## src/rtl/owtd_pkg.sv

```systemverilog
package owtd_pkg;

    localparam int DIV_W   = 8;
    localparam int EN_BIT  = 7;
    localparam int ODD_LSB = 0;
    localparam int ODD_W   = 2;
    localparam int EXP_LSB = 2;
    localparam int EXP_W   = 3;

    // counter widths derived from the field widths
    localparam int ODD_CW  = ODD_W + 1;           // holds 2k, k < 2**ODD_W
    localparam int POW_CW  = (1 << EXP_W) - 1;    // holds 2**n - 1

    typedef enum logic [0:0] {
        ST_IDLE = 1'b0,
        ST_RUN  = 1'b1
    } owtd_state_e;

endpackage

```

## src/rtl/owtd_cfg_reg.sv

```systemverilog
module owtd_cfg_reg
    import owtd_pkg::*;
#(
    parameter int DW = DIV_W
) (
    input  logic             clk,
    input  logic             rst_n,
    input  logic             we,
    input  logic [DW-1:0]    wdata,
    output logic             en_o,
    output logic [ODD_W-1:0] odd_sel_o,
    output logic [EXP_W-1:0] exp_sel_o
);

    logic [DW-1:0] div_q;

    always_ff @(posedge clk or negedge rst_n) begin
        if (!rst_n) begin
            div_q <= '0;
        end else if (we) begin
            div_q <= wdata;
        end
    end

    assign en_o      = div_q[EN_BIT];
    assign odd_sel_o = div_q[ODD_LSB +: ODD_W];
    assign exp_sel_o = div_q[EXP_LSB +: EXP_W];

    AST_CFG_HOLD: assert property (@(posedge clk) disable iff (!rst_n)
        !we |=> $stable(div_q));

endmodule

```

## src/rtl/owtd_odd_cnt.sv

```systemverilog
module owtd_odd_cnt
    import owtd_pkg::*;
#(
    parameter int SW = ODD_W,
    parameter int CW = ODD_CW
) (
    input  logic          clk,
    input  logic          rst_n,
    input  logic          clr,
    input  logic [SW-1:0] sel,
    output logic          wrap_o,
    output logic [CW-1:0] cnt_o
);

    logic [CW-1:0] cnt_q;
    logic [CW-1:0] limit;

    // odd factor 2k+1 -> terminal count 2k
    assign limit  = {sel, 1'b0};
    assign wrap_o = (cnt_q == limit);
    assign cnt_o  = cnt_q;

    always_ff @(posedge clk or negedge rst_n) begin
        if (!rst_n) begin
            cnt_q <= '0;
        end else if (clr || wrap_o) begin
            cnt_q <= '0;
        end else begin
            cnt_q <= cnt_q + 1'b1;
        end
    end

    AST_ODD_BOUND: assert property (@(posedge clk) disable iff (!rst_n)
        cnt_q <= limit);

endmodule

```

## src/rtl/owtd_pow_cnt.sv

```systemverilog
module owtd_pow_cnt
    import owtd_pkg::*;
#(
    parameter int EW = EXP_W,
    parameter int CW = POW_CW
) (
    input  logic          clk,
    input  logic          rst_n,
    input  logic          clr,
    input  logic          step,
    input  logic [EW-1:0] exp_sel,
    output logic          wrap_o,
    output logic [CW-1:0] cnt_o
);

    logic [CW-1:0] cnt_q;
    logic [CW-1:0] limit;

    // 2**n - 1 as a low mask of n ones
    assign limit  = ~({CW{1'b1}} << exp_sel);
    assign wrap_o = (cnt_q == limit);
    assign cnt_o  = cnt_q;

    always_ff @(posedge clk or negedge rst_n) begin
        if (!rst_n) begin
            cnt_q <= '0;
        end else if (clr) begin
            cnt_q <= '0;
        end else if (step) begin
            cnt_q <= wrap_o ? '0 : cnt_q + 1'b1;
        end
    end

    AST_POW_BOUND: assert property (@(posedge clk) disable iff (!rst_n)
        cnt_q <= limit);

    AST_POW_ONLY_ON_STEP: assert property (@(posedge clk) disable iff (!rst_n)
        (!step && !clr) |=> $stable(cnt_q));

endmodule

```

## src/rtl/owire_tick_div.sv

```systemverilog
module owire_tick_div
    import owtd_pkg::*;
#(
    parameter int DW = DIV_W
) (
    input  logic          clk,
    input  logic          rst_n,
    input  logic          cfg_we,
    input  logic [DW-1:0] cfg_wdata,
    output logic          tick_o,
    output logic          div_on_o
);

    owtd_state_e state_q;
    owtd_state_e state_d;

    logic              en;
    logic [ODD_W-1:0]  odd_sel;
    logic [EXP_W-1:0]  exp_sel;
    logic              run;
    logic              cnt_clr;
    logic              odd_wrap;
    logic              pow_wrap;
    logic [ODD_CW-1:0] odd_cnt;
    logic [POW_CW-1:0] pow_cnt;
    logic              unit_ratio;

    owtd_cfg_reg #(.DW(DW)) u_cfg (
        .clk       (clk),
        .rst_n     (rst_n),
        .we        (cfg_we),
        .wdata     (cfg_wdata),
        .en_o      (en),
        .odd_sel_o (odd_sel),
        .exp_sel_o (exp_sel)
    );

    // ---------------- state register ----------------
    always_ff @(posedge clk or negedge rst_n) begin
        if (!rst_n) begin
            state_q <= ST_IDLE;
        end else begin
            state_q <= state_d;
        end
    end

    always_comb begin
        state_d = state_q;
        unique case (state_q)
            ST_IDLE: if (cfg_we && cfg_wdata[EN_BIT])  state_d = ST_RUN;   // T_ENABLE
            ST_RUN:  if (cfg_we && !cfg_wdata[EN_BIT]) state_d = ST_IDLE;  // T_DISABLE
            default: state_d = ST_IDLE;
        endcase
    end

    // ---------------- outputs ----------------
    always_comb begin
        run      = 1'b0;
        div_on_o = 1'b0;
        unique case (state_q)
            ST_IDLE: begin
                run      = 1'b0;
                div_on_o = 1'b0;
            end
            ST_RUN: begin
                run      = 1'b1;
                div_on_o = 1'b1;
            end
            default: begin
                run      = 1'b0;
                div_on_o = 1'b0;
            end
        endcase
    end

    // any write (T_RESTART included) or idle state holds counters at zero
    assign cnt_clr = cfg_we || !run;

    owtd_odd_cnt #(.SW(ODD_W), .CW(ODD_CW)) u_odd (
        .clk    (clk),
        .rst_n  (rst_n),
        .clr    (cnt_clr),
        .sel    (odd_sel),
        .wrap_o (odd_wrap),
        .cnt_o  (odd_cnt)
    );

    owtd_pow_cnt #(.EW(EXP_W), .CW(POW_CW)) u_pow (
        .clk     (clk),
        .rst_n   (rst_n),
        .clr     (cnt_clr),
        .step    (odd_wrap),
        .exp_sel (exp_sel),
        .wrap_o  (pow_wrap),
        .cnt_o   (pow_cnt)
    );

    assign tick_o     = run && odd_wrap && pow_wrap;
    assign unit_ratio = (odd_sel == '0) && (exp_sel == '0);

    AST_IDLE_NO_TICK: assert property (@(posedge clk) disable iff (!rst_n)
        (state_q == ST_IDLE) |-> !tick_o);

    AST_IDLE_ZERO_CNT: assert property (@(posedge clk) disable iff (!rst_n)
        (state_q == ST_IDLE) |-> (odd_cnt == '0 && pow_cnt == '0));

    AST_WR_RESTART: assert property (@(posedge clk) disable iff (!rst_n)
        cfg_we |=> (odd_cnt == '0 && pow_cnt == '0));

    AST_ON_FOLLOWS_WR: assert property (@(posedge clk) disable iff (!rst_n)
        cfg_we |=> (div_on_o == $past(cfg_wdata[EN_BIT])));

    AST_ON_MATCHES_CFG: assert property (@(posedge clk) disable iff (!rst_n)
        div_on_o == en);

    AST_TICK_SINGLE: assert property (@(posedge clk) disable iff (!rst_n)
        (tick_o && !cfg_we && !unit_ratio) |=> !tick_o);

endmodule

```

## config.mk

```make
export PLATFORM = sky130hd
export DESIGN_NAME = owire_tick_div
export DESIGN_NICKNAME = d
export VERILOG_FILES = /design/src/rtl/owtd_pkg.sv /design/src/rtl/owtd_cfg_reg.sv /design/src/rtl/owtd_odd_cnt.sv /design/src/rtl/owtd_pow_cnt.sv /design/src/rtl/owire_tick_div.sv
export SDC_FILE = /design/constraint.sdc
export NUM_CORES = 1
export LEC_CHECK = 0
export BUFFER_PORTS_ARGS = -buffer_cell sky130_fd_sc_hd__buf_2
export CAP_MARGIN = 20
export CORE_ASPECT_RATIO = 0.75
export CORE_MARGIN = 2
export CORE_UTILIZATION = 56
export DETAILED_ROUTE_END_ITERATION = 6
export HOLD_SLACK_MARGIN = 0.03
export PLACE_DENSITY = 0.78
export SYNTH_ARGS = -nofsm -noshare
export SYNTH_HDL_FRONTEND = slang
export SYNTH_HIERARCHICAL = 1
export SYNTH_SLANG_ARGS = --single-unit
```

## constraint.sdc

```tcl
create_clock -name clk -period 2.1 [get_ports clk]
set_clock_uncertainty 0.05 [all_clocks]
set_input_delay 0.21 -clock clk [delete_from_list [all_inputs] [get_ports clk]]
set_output_delay 0.21 -clock clk [all_outputs]
set_load 0.02 [all_outputs]
```

==> metrics.md <==
| Metric | Value |
|---|---|
| Status | `complete, but fails checks` |
| Failing checks | `setup timing` |
| Die W | `approximately 52 um` |
| Largest net degree at the start of global routing | `17` |
| Clock-pin slew on the worst setup and hold paths | `0.09 ns` |
| HPWL Detailed | `roughly 1.5 mm` |
| Reg area | `403 um2` |
| Initial antenna violation count | `0` |
| Initial Util | `0.581` |
| Top-level port count | `13` |
| Hold WC Path Type | `input port to flip-flop` |
| Via count | `~810` |
| GRT Util Overall | `0.241` |
| Top Metal Used | `met4` |
| Drt pass-1 iters | `4` |
| Via density | `6.01` |
| Leak | `0.000506 uW` |
| Clock Sinks | `16` |
| Hold depth | `2` |
| Final Cycle Share | `1.06` |
| Worst vdd ir | `0.493 mV` |
| Hold Startpoint | `cfg_wdata[2]` |
| Setup ws final | `-0.132 ns` |
| Mapped Avg Cell Area | `10.8 um2` |
| Worst-path fanout max | `8` |
| Final hold viol count | `0` |
| Tot Pwr | `691 uW` |
| Worst EP required | `between 1.5 and 2 ns` |
| Worst setup EP type | `output pin` |
| Syn nets | `104` |
| Worst-Skew Late Latency | `0.28 ns` |
| Flop2flop setup slack | `approximately 0.25 ns` |
| Crit Path Class | `flip-flop to output pin` |
| CTS H-Tree Depth | `1` |
| Critical R2R Launch | `u_odd/cnt_o[2]$_DFF_PN0_` |
| Worst R2R End | `u_pow/cnt_o[5]$_DFFE_PN0P_` |
| Grt ovf | `0` |
| Pwr dens | `589 nW/um2` |
| Row count | `13` |
| RSZ-0062 raised after global routing | `true` |
| Inserted Clock Buffers | `3` |
| Fmax | `448 MHz` |
| Worst slew pin tran | `around 0.36 ns` |
| Setup TNS | `-0.132 ns` |
| Avg WL per Cell | `15.9 um` |
| Area of the multi-input gates | `539 um2` |
| Util after Layout | `0.694` |
| Die area | `2110 um2` |
| Dpl ws | `approximately 0.14 ns` |
| FILL cells | `between 100 and 150` |
| Worst-case reg-to-reg path depth | `6` |
| Final setup viols | `1` |
| Final net count | `about 130` |
| Core ar. | `1690 um2` |
| Final wirelength | `between 2 and 2.5 mm` |
| Share of cells above drive strength 1 | `0.357` |
| Met2 wire length | `1.04 mm` |
| Fin. max-slew vios | `0` |
| Hold worst-path end | `u_cfg/div_q[2]$_DFFE_PN0P_` |
| Vias in the first global route | `745` |
| Port buffer count | `10` |
| Antenna Cells | `0` |
| Startpoint types | `flip-flop` |
| Initial DRC Count | `28` |
| Max clock buf depth | `2` |
| Die H | `40.3 um` |
| Max-slew headroom | `0.757` |
| ANT nets after route | `0` |
| Max Cap Violations | `0` |
| Post-route minimum period | `2.23 ns` |
| Metal1 wirelength | `974 um` |
| Cell count after synthesis | `91` |
| Syn. warnings | `6` |
| Met3 wire length | `~110 um` |
| Crit path DAT | `1.97 ns` |
| DRC errors left | `0` |
| Root Driver | `clkbuf_4` |
| First-pass GRT wire length | `3.45 mm` |
| Synthesized area | `982 um2` |
| Placer Congestion | `around 0.76` |
| CTS tree | `built` |
| Area grow syn2layout | `19.5%` |
## through the flow
stage / area (um2) / cells / hold slack (ns)
after global routing: 1170 / 134 / 0.0813
after floorplan: 982 / 91 / -0.136
after detailed placement: 1080 / 125 / 0.0897
final: 1170 / 134 / 0.0972
after global placement: 1080 / 125 / 0.0880
after CTS: 1170 / 134 / 0.0828
## worst max path at each step
| stage | from | end | cells past startpoint |
|---|---|---|---|
| floorplan | u_cfg/div_q[3]$_DFFE_PN0P_ | tick_o | 6 |
| CTS | u_cfg/div_q[3]$_DFFE_PN0P_ | tick_o | 6 |
| global placement | u_cfg/div_q[3]$_DFFE_PN0P_ | tick_o | 6 |
| global route | u_cfg/div_q[3]$_DFFE_PN0P_ | tick_o | 6 |
| detailed placement | u_cfg/div_q[3]$_DFFE_PN0P_ | tick_o | 6 |
| finish | u_cfg/div_q[4]$_DFFE_PN0P_ | tick_o | 6 |
## power by group
| part | internal (uW) | switching (uW) | total (uW) |
|---|---|---|---|
| sequential | 324 | 18.0 | 342 |
| combinational | 79.3 | 73.0 | 152 |
| clock | 106 | 91.0 | 197 |
| total | 509 | 182 | 691 |
## per-layer routing
| metal | track usage | up-vias |
|---|---|---|
| li1 | - | 380 |
| met1 | 0.302 | 403 |
| met2 | 0.413 | 21 |
| met3 | 0.0672 | 2 |
| met4 | 0.0769 | 0 |
| met5 | 0 | - |
## cell type report
type / instances / area share
flip-flops and latches: 16 / 0.343
multi-input cells: 66 / 0.459
repair buffers: 23 / 0.133
well taps: 22 / 0.0235
inverters: 3 / 0.00959
clock buffers: 4 / 0.0309
## registers in the layout, summed over array words and instances (netlist names), named ones only
name         cells
u_pow/cnt_o      7
u_cfg/div_q      5
u_odd/cnt_o      3
## cells in the final DEF, fill, tap and decap left out, drive strengths merged
| cell | instances |
|---|---|
| buf | 22 |
| dfrtp | 16 |
| xnor2 | 7 |
| a211oi | 7 |
| mux2 | 6 |
| nand2 | 6 |
| clkbuf | 4 |
| inv | 3 |
| a311oi | 3 |
| a21oi | 3 |
| nand2b | 2 |
| ha | 2 |
| nor3 | 2 |
| nand4 | 2 |
| nand3 | 2 |
| xor2 | 2 |
| nor2 | 2 |
| and3 | 2 |
| dlygate4sd3 | 1 |
| or4 | 1 |
| o22a | 1 |
| or4b | 1 |
| or3 | 1 |
| a2111oi | 1 |
| or2 | 1 |
| o31ai | 1 |
| o32a | 1 |
| and2 | 1 |
| a21boi | 1 |
| o2111ai | 1 |
| o2111a | 1 |
| nor2b | 1 |
| mux2i | 1 |
| nand3b | 1 |
| and3b | 1 |
| a31oi | 1 |
| o21ai | 1 |
## critical path, cell delays in order (launching register included)
cell and delay [ns]:
dfrtp_2 0.46, or3_1 0.43, nor3_1 0.18, o32a_2 0.20, and2_4 0.14, and3_1 0.15, buf_6 0.12
## what timing repair did
action                                 CTS  global route
setup endpoints to repair                1             1
buffers inserted                         4             0
resized for setup                        5             1
hold buffers                             1             0
endpoints found under the hold margin   16             0
pin swaps                                2             2
Power figures use the tool's default switching activity.
